$ cat src/rtl/irqsc_pkg.sv
// Package: shared constants, types and the source-to-register mapping.
// Assumes 64 sources over two 32-bit words; word index 0 is "high", 1 is "low".
package irqsc_pkg;
    localparam int NSRC    = 64;
    localparam int WORD_W  = 32;
    localparam int NWORD   = 2;
    localparam int FLAT_W  = NWORD * WORD_W;
    localparam int SRC_W   = $clog2(NSRC);
    localparam int VEC_LSB = WORD_W - SRC_W;
    localparam int EXT_LO  = 19;
    localparam int EXT_HI  = 25;
    localparam int PC_LO   = 48;
    localparam int PC_HI   = 63;

    typedef enum logic [1:0] {
        DET_LEVEL = 2'd0,
        DET_FALL  = 2'd1,
        DET_ANY   = 2'd2
    } det_mode_e;

    typedef enum logic [2:0] {
        RA_EN_HI   = 3'd0,
        RA_EN_LO   = 3'd1,
        RA_REQ_HI  = 3'd2,
        RA_REQ_LO  = 3'd3,
        RA_DETMODE = 3'd4,
        RA_VECTOR  = 3'd5
    } reg_addr_e;

    // Word index of a source: 1 (low) for blocks 0 and 2 of sixteen, else 0 (high).
    function automatic int src_word(input int s);
        return (((s / 16) % 2) == 0) ? 1 : 0;
    endfunction

    // Bit position of a source inside its word (scattered, non-arithmetic).
    function automatic int src_bit(input int s);
        if (s == 0)       return 0;
        else if (s <= 15) return 16 - s;
        else if (s <= 18) return 18 - s;
        else if (s <= 30) return 33 - s;
        else if (s == 31) return 0;
        else if (s <= 47) return 63 - s;
        else              return s - 32;
    endfunction

    // Index into the flattened {low, high} state vector.
    function automatic int flat_idx(input int s);
        return src_word(s) * WORD_W + src_bit(s);
    endfunction

    // Detection-mode bit that a programmable source uses.
    function automatic int det_bit(input int s);
        if (s >= EXT_LO && s <= EXT_HI) return 14 - (s - EXT_LO);
        else                            return WORD_W - 1 - (PC_HI - s);
    endfunction

    // Mask of detection-mode bits that belong to some programmable source.
    function automatic logic [WORD_W-1:0] det_valid_mask();
        logic [WORD_W-1:0] m;
        m = '0;
        for (int s = EXT_LO; s <= EXT_HI; s++) m[det_bit(s)] = 1'b1;
        for (int s = PC_LO; s <= PC_HI; s++)   m[det_bit(s)] = 1'b1;
        return m;
    endfunction
endpackage

$ cat src/rtl/irqsc_detect.sv
// Per-source synchronizer and event detector.
// Each active-low line passes two flops, then an edge register. The event
// output follows the mode given per source. Flops reset to the idle-high level.
// Source 0 is reserved: it has no flops and never produces an event.
module irqsc_detect
    import irqsc_pkg::*;
#(
    parameter int N = NSRC
) (
    input  logic              clk_i,
    input  logic              rst_ni,
    input  logic [N-1:0]      src_n_i,
    input  logic [N-1:0][1:0] mode_i,
    output logic [N-1:0]      event_o
);
    for (genvar g = 0; g < N; g++) begin : g_src
        if (g == 0) begin : g_reserved
            logic unused_src0;
            logic [1:0] unused_mode0;
            assign unused_src0  = src_n_i[g];
            assign unused_mode0 = mode_i[g];
            assign event_o[g]   = 1'b0;
        end else begin : g_live
            logic s1_q, s2_q, prev_q;

            // Synchronize the line and keep the previous synchronized level.
            always_ff @(posedge clk_i) begin
                if (!rst_ni) begin
                    s1_q   <= 1'b1;
                    s2_q   <= 1'b1;
                    prev_q <= 1'b1;
                end else begin
                    s1_q   <= src_n_i[g];
                    s2_q   <= s1_q;
                    prev_q <= s2_q;
                end
            end

            // Turn the synchronized level into an event for the selected mode.
            always_comb begin
                case (det_mode_e'(mode_i[g]))
                    DET_LEVEL: event_o[g] = ~s2_q;
                    DET_FALL:  event_o[g] = prev_q & ~s2_q;
                    DET_ANY:   event_o[g] = prev_q ^ s2_q;
                    default:   event_o[g] = 1'b0;
                endcase
            end
        end
    end
endmodule

$ cat src/rtl/irqsc_regs.sv
// Register file: enable words, request words and the detection-mode word.
// Also holds the read multiplexer. Request bits are set by event pulses and
// cleared by writing ones. When set and clear hit the same bit, set wins.
// Assumes flat state index = word*WORD_W + bit, with word 0 = high.
module irqsc_regs
    import irqsc_pkg::*;
(
    input  logic              clk_i,
    input  logic              rst_ni,
    input  logic              wr_en_i,
    input  logic [2:0]        addr_i,
    input  logic [WORD_W-1:0] wdata_i,
    input  logic [FLAT_W-1:0] set_i,
    input  logic [SRC_W-1:0]  vec_i,
    output logic [FLAT_W-1:0] en_o,
    output logic [FLAT_W-1:0] req_o,
    output logic [WORD_W-1:0] det_o,
    output logic [WORD_W-1:0] rdata_o
);
    localparam logic [WORD_W-1:0] DET_MASK = det_valid_mask();

    logic [FLAT_W-1:0] clr;

    // Decode write-one-to-clear strobes for the two request words.
    always_comb begin
        clr = '0;
        if (wr_en_i && reg_addr_e'(addr_i) == RA_REQ_HI) clr[WORD_W-1:0]      = wdata_i;
        if (wr_en_i && reg_addr_e'(addr_i) == RA_REQ_LO) clr[FLAT_W-1:WORD_W] = wdata_i;
    end

    // Request state: keep uncleared bits, then merge new events.
    always_ff @(posedge clk_i) begin
        if (!rst_ni) req_o <= '0;
        else         req_o <= (req_o & ~clr) | set_i;
    end

    // Enable words and the detection-mode word, written directly.
    always_ff @(posedge clk_i) begin
        if (!rst_ni) begin
            en_o  <= '0;
            det_o <= '0;
        end else if (wr_en_i) begin
            case (reg_addr_e'(addr_i))
                RA_EN_HI:   en_o[WORD_W-1:0]      <= wdata_i;
                RA_EN_LO:   en_o[FLAT_W-1:WORD_W] <= wdata_i;
                RA_DETMODE: det_o                 <= wdata_i & DET_MASK;
                default:    ;
            endcase
        end
    end

    // Read multiplexer; the vector sits in the top bits of its word.
    always_comb begin
        case (reg_addr_e'(addr_i))
            RA_EN_HI:   rdata_o = en_o[WORD_W-1:0];
            RA_EN_LO:   rdata_o = en_o[FLAT_W-1:WORD_W];
            RA_REQ_HI:  rdata_o = req_o[WORD_W-1:0];
            RA_REQ_LO:  rdata_o = req_o[FLAT_W-1:WORD_W];
            RA_DETMODE: rdata_o = det_o;
            RA_VECTOR:  rdata_o = {vec_i, {VEC_LSB{1'b0}}};
            default:    rdata_o = '0;
        endcase
    end
endmodule

$ cat src/rtl/irqsc_prio.sv
// Fixed-priority encoder: returns the lowest set index among N sources.
// Index 0 doubles as "none", so the caller must keep act_i[0] low.
module irqsc_prio
    import irqsc_pkg::*;
#(
    parameter int N = NSRC
) (
    input  logic [N-1:0]     act_i,
    output logic [SRC_W-1:0] vec_o
);
    // Scan from the top so that the lowest active index is written last.
    always_comb begin
        vec_o = '0;
        for (int s = N - 1; s >= 0; s--) begin
            if (act_i[s]) vec_o = SRC_W'(s);
        end
    end
endmodule

$ cat src/rtl/irq_scatter_ctrl.sv
// Top level: 64-source interrupt controller with a scattered register map.
// Assumes active-low idle-high source lines. The mapping tables are computed
// by functions in irqsc_pkg; the generated wiring follows that mapping.
module irq_scatter_ctrl
    import irqsc_pkg::*;
(
    input  logic              clk_i,
    input  logic              rst_ni,
    input  logic [NSRC-1:0]   src_n_i,
    input  logic              wr_en_i,
    input  logic [2:0]        addr_i,
    input  logic [WORD_W-1:0] wdata_i,
    output logic [WORD_W-1:0] rdata_o,
    output logic              irq_o
);
    logic [NSRC-1:0][1:0] mode;
    logic [NSRC-1:0]      src_event;
    logic [NSRC-1:0]      active;
    logic [FLAT_W-1:0]    set_flat;
    logic [FLAT_W-1:0]    en_q;
    logic [FLAT_W-1:0]    req_q;
    logic [WORD_W-1:0]    det_q;
    logic [SRC_W-1:0]     vec;

    // Pick each source's detection mode from its group and mode bit.
    always_comb begin
        for (int s = 0; s < NSRC; s++) begin
            if (s >= EXT_LO && s <= EXT_HI)
                mode[s] = det_q[det_bit(s)] ? DET_FALL : DET_LEVEL;
            else if (s >= PC_LO && s <= PC_HI)
                mode[s] = det_q[det_bit(s)] ? DET_FALL : DET_ANY;
            else
                mode[s] = DET_LEVEL;
        end
    end

    irqsc_detect #(.N(NSRC)) i_detect (
        .clk_i   (clk_i),
        .rst_ni  (rst_ni),
        .src_n_i (src_n_i),
        .mode_i  (mode),
        .event_o (src_event)
    );

    // Scatter source events onto register bits (shared bits are ORed).
    always_comb begin
        set_flat = '0;
        for (int s = 1; s < NSRC; s++) begin
            set_flat[flat_idx(s)] = set_flat[flat_idx(s)] | src_event[s];
        end
    end

    irqsc_regs i_regs (
        .clk_i   (clk_i),
        .rst_ni  (rst_ni),
        .wr_en_i (wr_en_i),
        .addr_i  (addr_i),
        .wdata_i (wdata_i),
        .set_i   (set_flat),
        .vec_i   (vec),
        .en_o    (en_q),
        .req_o   (req_q),
        .det_o   (det_q),
        .rdata_o (rdata_o)
    );

    // Gather pending-and-enabled state back per source number.
    always_comb begin
        active = '0;
        for (int s = 1; s < NSRC; s++) begin
            active[s] = req_q[flat_idx(s)] & en_q[flat_idx(s)];
        end
    end

    irqsc_prio #(.N(NSRC)) i_prio (
        .act_i (active),
        .vec_o (vec)
    );

    // Processor request: any pending bit whose enable is set.
    assign irq_o = |(req_q & en_q);
endmodule

$ cat config.mk
export PLATFORM = sky130hd
export DESIGN_NAME = irq_scatter_ctrl
export DESIGN_NICKNAME = d
export VERILOG_FILES = /design/src/rtl/irqsc_pkg.sv /design/src/rtl/irqsc_detect.sv /design/src/rtl/irqsc_regs.sv /design/src/rtl/irqsc_prio.sv /design/src/rtl/irq_scatter_ctrl.sv
export SDC_FILE = /design/constraint.sdc
export NUM_CORES = 1
export LEC_CHECK = 0
export BUFFER_PORTS_ARGS = -buffer_cell sky130_fd_sc_hd__buf_2
export CAP_MARGIN = 20
export CORE_MARGIN = 1.5
export CORE_UTILIZATION = 60
export CTS_CLUSTER_SIZE = 8
export DETAILED_ROUTE_END_ITERATION = 10
export PLACE_DENSITY_LB_ADDON = 0.1
export SLEW_MARGIN = 5
export SYNTH_ARGS = -nofsm -noshare
export SYNTH_HDL_FRONTEND = slang
export SYNTH_SLANG_ARGS = --single-unit
$ cat constraint.sdc
create_clock -name clk_i -period 3 [get_ports clk_i]
set_clock_uncertainty 0.15 [all_clocks]
set_input_delay 0.15 -clock clk_i [delete_from_list [all_inputs] [get_ports clk_i]]
set_output_delay 0.15 -clock clk_i [all_outputs]
set_load 0.01 [all_outputs]
Word level (Yosys, flattened, before mapping)
Cells that the tools add are included.
- multiplexer cells: 111
- equality and inequality tests: 51
- reduce and logical (&&, ||, !) cells: 30
- bitwise logic cells: 176
- operators with widths (cell ; count):
    $mux 6 ; 62
    $pmux 32 s6 ; 1
    $and 64x64->64 ; 2
    $and 1x1->1 ; 85
    $pmux 1 s3 ; 23
    $mux 32 ; 2
    $not 64->64 ; 1
    $or 64x64->64 ; 1
    $reduce_or 64->1 ; 1
    $not 1->1 ; 63
    $logic_not 2->1 ; 23
    $eq 2x1->1 const B ; 16
    $eq 2x2->1 const B ; 16
    $mux 2 ; 16
    $xor 1x1->1 ; 23
    $eq 1x2->1 const B ; 7
    $eq 1x1->1 const B ; 7
    $mux 1 ; 7
    $eq 3x2->1 const B ; 2
    $eq 3x3->1 const B ; 2
    $reduce_and 2->1 ; 3
    $eq 3x1->1 const B ; 1
    $logic_not 3->1 ; 1
    $logic_and 1x1->1 ; 2
    $or 1x1->1 ; 1
- output and inout port bits: 33
- register bits after elaboration: 300
- bits of input ports: 102
- logic and storage cells: 521

Longest topological paths before layout
Gate-level depths: netlist (run 1).
- depth in word-level cells: 64
- gate-level depth with buffers: 9
- gate-level depth less buffers: 6

Cells and area by module
Synthesis (run 1) repeated with hierarchy kept, for this count alone.
- cells, all modules: 1792
- area total of the unflattened synthesis: 16002.8 µm²
- modules (own cells, without submodules) (module ; cells an instance ; sequential area each (µm²) ; area each (µm²) ; times used):
    irqsc_detect ; 717 ; 3783.6 ; 7534.7 ; 1
    irqsc_regs ; 820 ; 3022.9 ; 6977.9 ; 1
    irqsc_prio ; 147 ; 0.0 ; 825.8 ; 1
    irq_scatter_ctrl ; 108 ; 0.0 ; 664.4 ; 1

Least setup slack after synthesis (run 1)
Ideal clock, no wire load.
- kind: register -> output
- from: reg i_regs.req_o[59]
- to: out rdata_o[30]
- buffers on the path: 0
- data arrival time: 1587 ps
- slack: 1113 ps
- required time: 2700 ps
- stages on the path, launching flop included: 7
- cell sequence: dfxtp_1 > a22o_1 > nand2b_4 > or4_4 > nor2_1 > nor2_1 > o31ai_2
- longest elaborated chain between the ends: 37
- RTL lines (what ; line ; RTL):
    from (decl) ; irqsc_regs.sv:16 ; output logic [FLAT_W-1:0] req_o,
    from (signal assigned) ; irqsc_regs.sv:34 ; else req_o <= (req_o & ~clr) | set_i;
    $and 1x1->1 ; irq_scatter_ctrl.sv:71 ; active[s] = req_q[flat_idx(s)] & en_q[flat_idx(s)];
    $mux 6 (35 in series) ; irqsc_prio.sv:15 ; if (act_i[s]) vec_o = SRC_W'(s);
    $pmux 32 s6 ; irqsc_regs.sv:54 ; case (reg_addr_e'(addr_i))
    to (decl) ; irq_scatter_ctrl.sv:13 ; output logic [WORD_W-1:0] rdata_o,
Every way passes these cells.

Worst setup path after layout (run 1)
- from: reg i_regs.req_o[55]
- to: out rdata_o[26]
- longest elaborated chain between the ends: 41
- RTL lines (what ; line):
    $and 1x1->1 ; irq_scatter_ctrl.sv:71
    $mux 6 (39 in series) ; irqsc_prio.sv:15
    $pmux 32 s6 ; irqsc_regs.sv:54
Every way passes these cells.

==> flow_metrics.py, run 1 <==
metrics = {
    "status": {
        "run_status": "complete, no violations",
    },
    "sta": {
        "grt_setup_unrepaired": "false",
        "tightest_slew_ps": 734,
        "timing.fmax_mhz": 347,
        "finalHoldViolations": 0,
        "final_period_utilization_pct": 96.2,
        "final_period_minus_worst_setup_slack_ps": 2890,
        "setup_viol_count_final": 0,
        "setup-tns-final_ps": 0,
        "timing.final.max_slew_violations": 0,
        "worst_slew_margin_rel_pct": 51.0,
        "final_setup_margin_ps": 115,
        "fin_hold_ws_ps": 85.2,
    },
    "clock_network": {
        "clock_tree.buffer_depth": 3,
        "htree_num_levels": 2,
        "tritoncts.num_buffers": 43,
        "worstSkewPairLatency_ps": 520,
        "ctsRootBufferMaster": "clkbuf_16",
        "clock_tree_from_tritoncts": "done",
        "clk_pin_slew_ps": 50,
        "cts-resized-gates": 0,
        "tritoncts_num_sinks": 300,
    },
    "synth": {
        "yosys.area.top_type": "dfxtp_1",
        "netlist_top_cells_area": "dfxtp_1, nand2_1, nand2b_1",
        "syn-mean-instance-area_um2": 8.99,
        "async_flop_share_pct": 0,
        "synth.ff_latch_count": 300,
        "ys_dominant_reg_cell": "dfxtp_1",
        "yosys.cell_count.top_type": "nand2_1",
        "synth-seq-area-share_pct": 51.1,
        "synthesis.area_mm2": 0.0118,
        "mappedNetlistNets": 1426,
        "ys_top_cells_by_count": "nand2_1, dfxtp_1, a21oi_1, nand2b_1",
        "synth-edff-count": 0,
        "yosysWarnings": 0,
        "cells_after_synth": 1308,
        "synth_top_area_share_pct": 51.1,
        "synth_cell_type_count": 63,
    },
    "global_route": {
        "number_of_antenna_violations_at_the_first_check_in_global_routing": 0,
        "maximum_number_of_pins_on_one_net_before_global_route_repair": 108,
        "first_global_vias": 9932,
        "globalRouteTotalUtil_pct": 32.1,
        "grt_first_pass_wirelength_um": 50900,
        "global_route.overflow_total": 0,
    },
    "place": {
        "port_buffers": 133,
        "numPlacedInstances": 1659,
        "gp_routability_congestion": 0.939,
        "place_hpwl_um": 20800,
        "dp_worst_setup_slack_ps": 670,
    },
    "setup_path": {
        "setup.worst_path.start_class": "register",
        "worstReg2RegStart": "i_detect.g_src[57].g_live.s2_q",
        "critical_path.max_fanout": 4,
        "worst_setup_path_end_kind": "output pin",
        "path_cells": "nand2_1, a32oi_1, o2111ai_1, or3_1, o221ai_1, a31oi_1, buf_2",
        "worstRegToRegCells": 5,
        "setup.reg_to_reg.worst_slack_ps": 1650,
        "crit_slowest_cell": "or3_1",
        "delay_of_the_slowest_critical_path_stage_ps": 410,
        "cp_num_buf_inv": 1,
        "worst_ep_required_time_ps": 2700,
        "worst_path_arrival_time_ps": 2590,
        "worst_path_dominant_cell_family": "compound AO/OA/AOI/OAI gates",
        "criticalPathCategory": "reg2out",
        "critical_path.reg2reg.endpoint": "i_regs.req_o[25]",
    },
    "power": {
        "share_comb_of_total_power_pct": 7.7,
        "leakagePower_nw": 6.06,
        "p_int_mw": 7.11,
        "powerDensity_mw_per_mm2": 614,
        "net_switching_mw": 2.05,
        "sw_frac_of_total_pct": 22.4,
        "ir_worst_vdd_uv": 492,
        "power.share.sequential_pct": 46.7,
        "clockPowerShare_pct": 45.6,
    },
    "detailed_routing": {
        "antenna_violation_net_count_after_detailed_routing": 0,
        "finalWirelength_um": 32600,
        "drc": 0,
        "viasPerCell": 5.72,
        "dr.first_iter.drc_count": 834,
        "drtPass1Iterations": 6,
        "route.detailed.wl_per_inst_um": 18.0,
        "vias": 10400,
    },
    "floorplan": {
        "floorplan.initialDensity_pct": 60.8,
        "die-area_mm2": 0.0205,
        "pin_count": 135,
        "fp.dieW_um": 143,
        "core-area_mm2": 0.0193,
        "die_y_um": 143,
        "rows": 51,
    },
    "hold_path": {
        "hold_path_end": "i_regs.det_o[21]",
        "worstHoldStart": "wr_en_i",
        "worstHoldPathCells": 5,
        "hold_path.class": "in2reg",
    },
    "cells_and_area": {
        "final.fill_count": 1362,
        "n_antenna_cell": 0,
        "post_route_insts_no_fill": 1815,
        "layout_net_count": 1667,
        "syn_to_final_growth_pct": 26.9,
        "final_layout_size_suffix_gt1_share_pct": 15.9,
    },
    "run": {
        "max-cap-violations": 0,
    },
}
worst min-delay path, stage by stage:
cell and delay, ps:
buf_2 140, nand2_1 90, buf_4 200, nand2_1 80, a21oi_1 50
power groups by stage:
stage / combinational (mW) / clock (mW) / sequential, mW
after CTS: 0.694 / 4.21 / 4.27
final: 0.708 / 4.17 / 4.28
after floorplan: 0.376 / 0 / 4.30
after global placement: 0.568 / 0 / 4.34
after global routing: 0.772 / 4.40 / 4.29
after detailed placement: 0.579 / 0 / 4.35
layout make-up:
class | instances | area, um2 | area share [%]
Sequential cell | 300 | 6010 | 40.2
Multi-Input combinational cell | 907 | 5340 | 35.8
Timing Repair Buffer | 270 | 2010 | 13.5
Clock buffer | 43 | 1080 | 7.21
Tap cell | 265 | 332 | 2.22
Inverter | 27 | 106 | 0.713
Clock inverter | 3 | 58.8 | 0.394
logic make-up (layout without fill, tap and decap cells):
group / count (synthesis) / count (layout) / synth area share [%]
AO/OA/AOI/OAI: 275 / 275 / 14.8
adder cells (fa/ha/maj): 16 / 16 / 1.70
buffers and inverters: 101 / 343 / 3.66
flip-flops: 300 / 300 / 51.1
multiplexers: 37 / 37 / 6.05
AND/OR/NAND/NOR: 579 / 579 / 22.7
worst max-delay path by stage:
stage	cells past startpoint	start	end	slack, ps
after floorplan	6	i_regs.req_o[59]	rdata_o[30]	1110
after global placement	6	addr_i[1]	rdata_o[28]	690
after detailed placement	6	addr_i[1]	rdata_o[28]	670
after CTS	6	i_regs.en_o[5]	rdata_o[31]	150
after global routing	7	i_regs.req_o[55]	rdata_o[26]	20
final	7	i_regs.req_o[55]	rdata_o[26]	110
per-layer routing:
metal	global-route usage (%)	up-vias	share of wire (%)
met4	12.2	0	3.0
met2	54.8	501	49
met1	40.4	4893	40
li1	-	4906	-
met3	5.80	82	7.9
met5	0	-	0
sequential cells by signal (all words and copies together), names as in the netlist:
| signal | cells |
|---|---|
| i_detect.g_src.g_live.s1_q | 63 |
| i_detect.g_src.g_live.prev_q | 23 |
| i_regs.req_o | 64 |
| i_regs.det_o | 23 |
| i_detect.g_src.g_live.s2_q | 63 |
| i_regs.en_o | 64 |
stage by stage:
| step | util [%] | area [um2] | power [mW] |
|---|---|---|---|
| final | 77.2 | 14900 | 9.16 |
| after global routing | 77.2 | 14900 | 9.46 |
| after detailed placement | 65.6 | 12700 | 4.93 |
| after CTS | 77.2 | 14900 | 9.18 |
| after floorplan | - | 11800 | 4.68 |
| after global placement | 65.6 | 12700 | 4.91 |
placed cells by master (no fill, tap or decap), types with 4 or more instances in the layout:
master / count
nand2_1: 340
dfxtp_1: 300
a21oi_1: 155
nand2b_1: 136
buf_2: 132
dlygate4sd3_1: 110
nor2_1: 52
clkbuf_16: 43
a22oi_1: 27
inv_1: 26
mux4_2: 26
buf_4: 25
a221oi_1: 20
a22o_1: 16
ha_1: 16
and2_1: 13
o21ai_0: 11
mux2i_1: 10
nand3_1: 9
a32oi_1: 8
a31oi_1: 6
o22ai_1: 5
nand4_1: 4
a222oi_1: 4
a211oi_1: 4
a32o_1: 4
repair_timing:
action | 4_1_cts | 5_1_grt
hold buffers | 110 | 0
hold endpoints to repair | 244 | 0
buffers inserted | 0 | 0
Note: power is estimated with default switching activity, not from simulation.
==> run 2, diff against run 1 <==
--- a/config.mk
+++ b/config.mk
@@ -5,13 +5,15 @@
 export SDC_FILE = /design/constraint.sdc
 export NUM_CORES = 1
 export LEC_CHECK = 0
-export BUFFER_PORTS_ARGS = -buffer_cell sky130_fd_sc_hd__buf_2
+export BUFFER_PORTS_ARGS = -buffer_cell sky130_fd_sc_hd__buf_4
 export CAP_MARGIN = 20
+export CORE_ASPECT_RATIO = 1.2
 export CORE_MARGIN = 1.5
 export CORE_UTILIZATION = 60
 export CTS_CLUSTER_SIZE = 8
 export DETAILED_ROUTE_END_ITERATION = 10
 export PLACE_DENSITY_LB_ADDON = 0.1
+export REMOVE_ABC_BUFFERS = 1
 export SLEW_MARGIN = 5
 export SYNTH_ARGS = -nofsm -noshare
 export SYNTH_HDL_FRONTEND = slang
==> run 2 against run 1 <==
  * Global-route usage up 0.36 points
  * Power is 0.25% higher
  * Clock power about the same
  * Design area grew 1.0%
  * Routed wire length increased by 0.66%
  * Combinational power rose by 5.6%
  * First-iteration DRC count down 6.7%
  * Sequential cell count unchanged
  * Largest cell class unchanged
  * Highest routed layer unchanged
==> flow_metrics.py, run 2 (synthesis results as in run 1) <==
metrics = {
    "setup_path": {
        "critical_path.max_fanout": 4,
        "worst_setup_path_end_kind": "output pin",
        "criticalPathCategory": "reg2out",
        "critPathMostFrequentCell": "buf_4",
        "delay_of_the_slowest_critical_path_stage_ps": 390,
        "crit_slowest_cell": "nor4_1",
        "worst_ep_required_time_ps": 2700,
        "setup.worst_path.start_class": "register",
        "worst_path_arrival_time_ps": 2550,
        "path_cells": "a22oi_1, or2b_2, nor4_1, and2b_2, o41ai_1, buf_4, buf_4",
    },
    "detailed_routing": {
        "vias": 10300,
        "met3WireLength_um": 2030,
        "dr.first_iter.drc_count": 778,
        "viasPerCell": 5.75,
        "wl_met1_um": 12300,
        "antenna_violation_net_count_after_detailed_routing": 0,
        "drtPass1Iterations": 7,
        "finalWirelength_um": 32800,
        "met2_wirelength_um": 16900,
        "drc": 0,
        "route.detailed.wl_per_inst_um": 18.3,
        "top_layer": "met4",
    },
    "sta": {
        "worst_slew_margin_rel_pct": 51.9,
        "final_period_utilization_pct": 95.1,
        "finalHoldViolations": 0,
        "timing.final.max_slew_violations": 0,
        "setup_viol_count_final": 0,
        "timing.fmax_mhz": 350,
        "fin_hold_ws_ps": 22.9,
        "tightest_slew_ps": 721,
        "final_period_minus_worst_setup_slack_ps": 2850,
        "grt_setup_unrepaired": "false",
    },
    "floorplan": {
        "core-area_mm2": 0.0191,
        "floorplan.initialDensity_pct": 61.7,
        "die-area_mm2": 0.0205,
        "rows": 55,
        "die_y_um": 156,
        "fp.dieW_um": 131,
        "pin_count": 135,
    },
    "clock_network": {
        "cts-resized-gates": 0,
        "post-cts-setup-buffer-count": 0,
        "tritoncts.num_buffers": 43,
        "clock_tree.buffer_depth": 3,
        "htree_num_levels": 2,
        "tritoncts_num_sinks": 300,
        "worstSkewPairLatency_ps": 520,
        "clock_tree_from_tritoncts": "done",
        "clk_pin_slew_ps": 50,
        "ctsRootBufferMaster": "clkbuf_16",
    },
    "global_route": {
        "globalRouteTotalUtil_pct": 32.5,
        "maximum_number_of_pins_on_one_net_before_global_route_repair": 152,
        "global_route.overflow_total": 0,
        "number_of_antenna_violations_at_the_first_check_in_global_routing": 0,
        "grt_first_pass_wirelength_um": 51600,
        "first_global_vias": 10400,
    },
    "cells_and_area": {
        "layout_net_count": 1650,
        "final_layout_size_suffix_gt1_share_pct": 16.0,
        "n_antenna_cell": 0,
        "final_cell_mix": "nand2_1, dfxtp_1, a21oi_1",
        "design_area_mm2": 0.0151,
        "post_route_insts_no_fill": 1791,
        "most_frequent_standard_cell_in_the_layout_excluding_fill_and_tap_cells": "nand2_1",
        "final_util_pct": 79.1,
        "top_regs": "i_regs.en_o: 64 flops, i_regs.req_o: 64 flops",
        "syn_to_final_growth_pct": 28.2,
        "final.fill_count": 1277,
    },
    "place": {
        "placed_instance_area_mm2": 0.0130,
        "place_hpwl_um": 19900,
        "gp_routability_congestion": 0.911,
        "port_buffers": 133,
        "numPlacedInstances": 1647,
    },
    "power": {
        "powerDensity_mw_per_mm2": 609,
        "leakagePower_nw": 6.09,
        "ir_worst_vdd_uv": 534,
        "totalPowerFinal_mw": 9.18,
    },
    "run": {
        "max-cap-violations": 0,
    },
    "status": {
        "run_status": "complete, no violations",
    },
    "hold_path": {
        "hold_path.class": "in2reg",
    },
}
run 2: path summary, 6_finish.rpt:
path | startpoint | endpoint | slack [ps] | depth (start not counted)
worst max-delay path | i_regs.req_o[22] | rdata_o[31] | 150 | 7
worst min-delay path | rst_ni | i_regs.req_o[24] | 20 | 3
worst max register to register | i_detect.g_src[57].g_live.s2_q | i_regs.req_o[25] | 1690 | 5
worst min register to register | i_detect.g_src[56].g_live.s1_q | i_detect.g_src[56].g_live.s2_q | 240 | 1
run 2: layout make-up:
| type | count | area (um2) | share of cell area (%) |
|---|---|---|---|
| Sequential cell | 300 | 6010 | 39.8 |
| Timing Repair Buffer | 253 | 2180 | 14.4 |
| Multi-Input combinational cell | 907 | 5340 | 35.4 |
| Tap cell | 256 | 320 | 2.12 |
| Inverter | 27 | 104 | 0.689 |
| Clock inverter | 3 | 30.0 | 0.199 |
| Clock buffer | 45 | 1100 | 7.33 |
run 2: metrics by stage:
step           worst slack, ps  setup TNS [ps]
3_3_place_gp               605               0
2_1_floorplan            -17.3           -17.3
6_report                   146               0
3_5_place_dp               608               0
5_1_grt                   32.5               0
4_1_cts                    153               0
run 2: report_power, final:
group / leakage [nW] / internal [mW] / switching [mW]
Clock: 0.559 / 2.57 / 1.59
Sequential: 2.46 / 4.16 / 0.113
Combinational: 3.07 / 0.382 / 0.365
run 2: worst max-delay path, delay by kind of cell (launching register included):
kind | cells | cell delay (ps)
flops | 1 | 340
compound gates | 2 | 440
simple gates | 3 | 960
buf+inv | 2 | 290
run 2: repair_timing:
item / CTS / global route
setup endpoints to repair: 0 / 0
endpoints found under the hold margin: 214 / 0
hold buffers: 96 / 0
run 2: layer usage:
metal | up-vias | global-route usage, %
met5 | - | 0
li1 | 4885 | -
met4 | 0 | 17.7
met3 | 112 | 4.99
met1 | 4859 | 36.3
met2 | 451 | 58.5
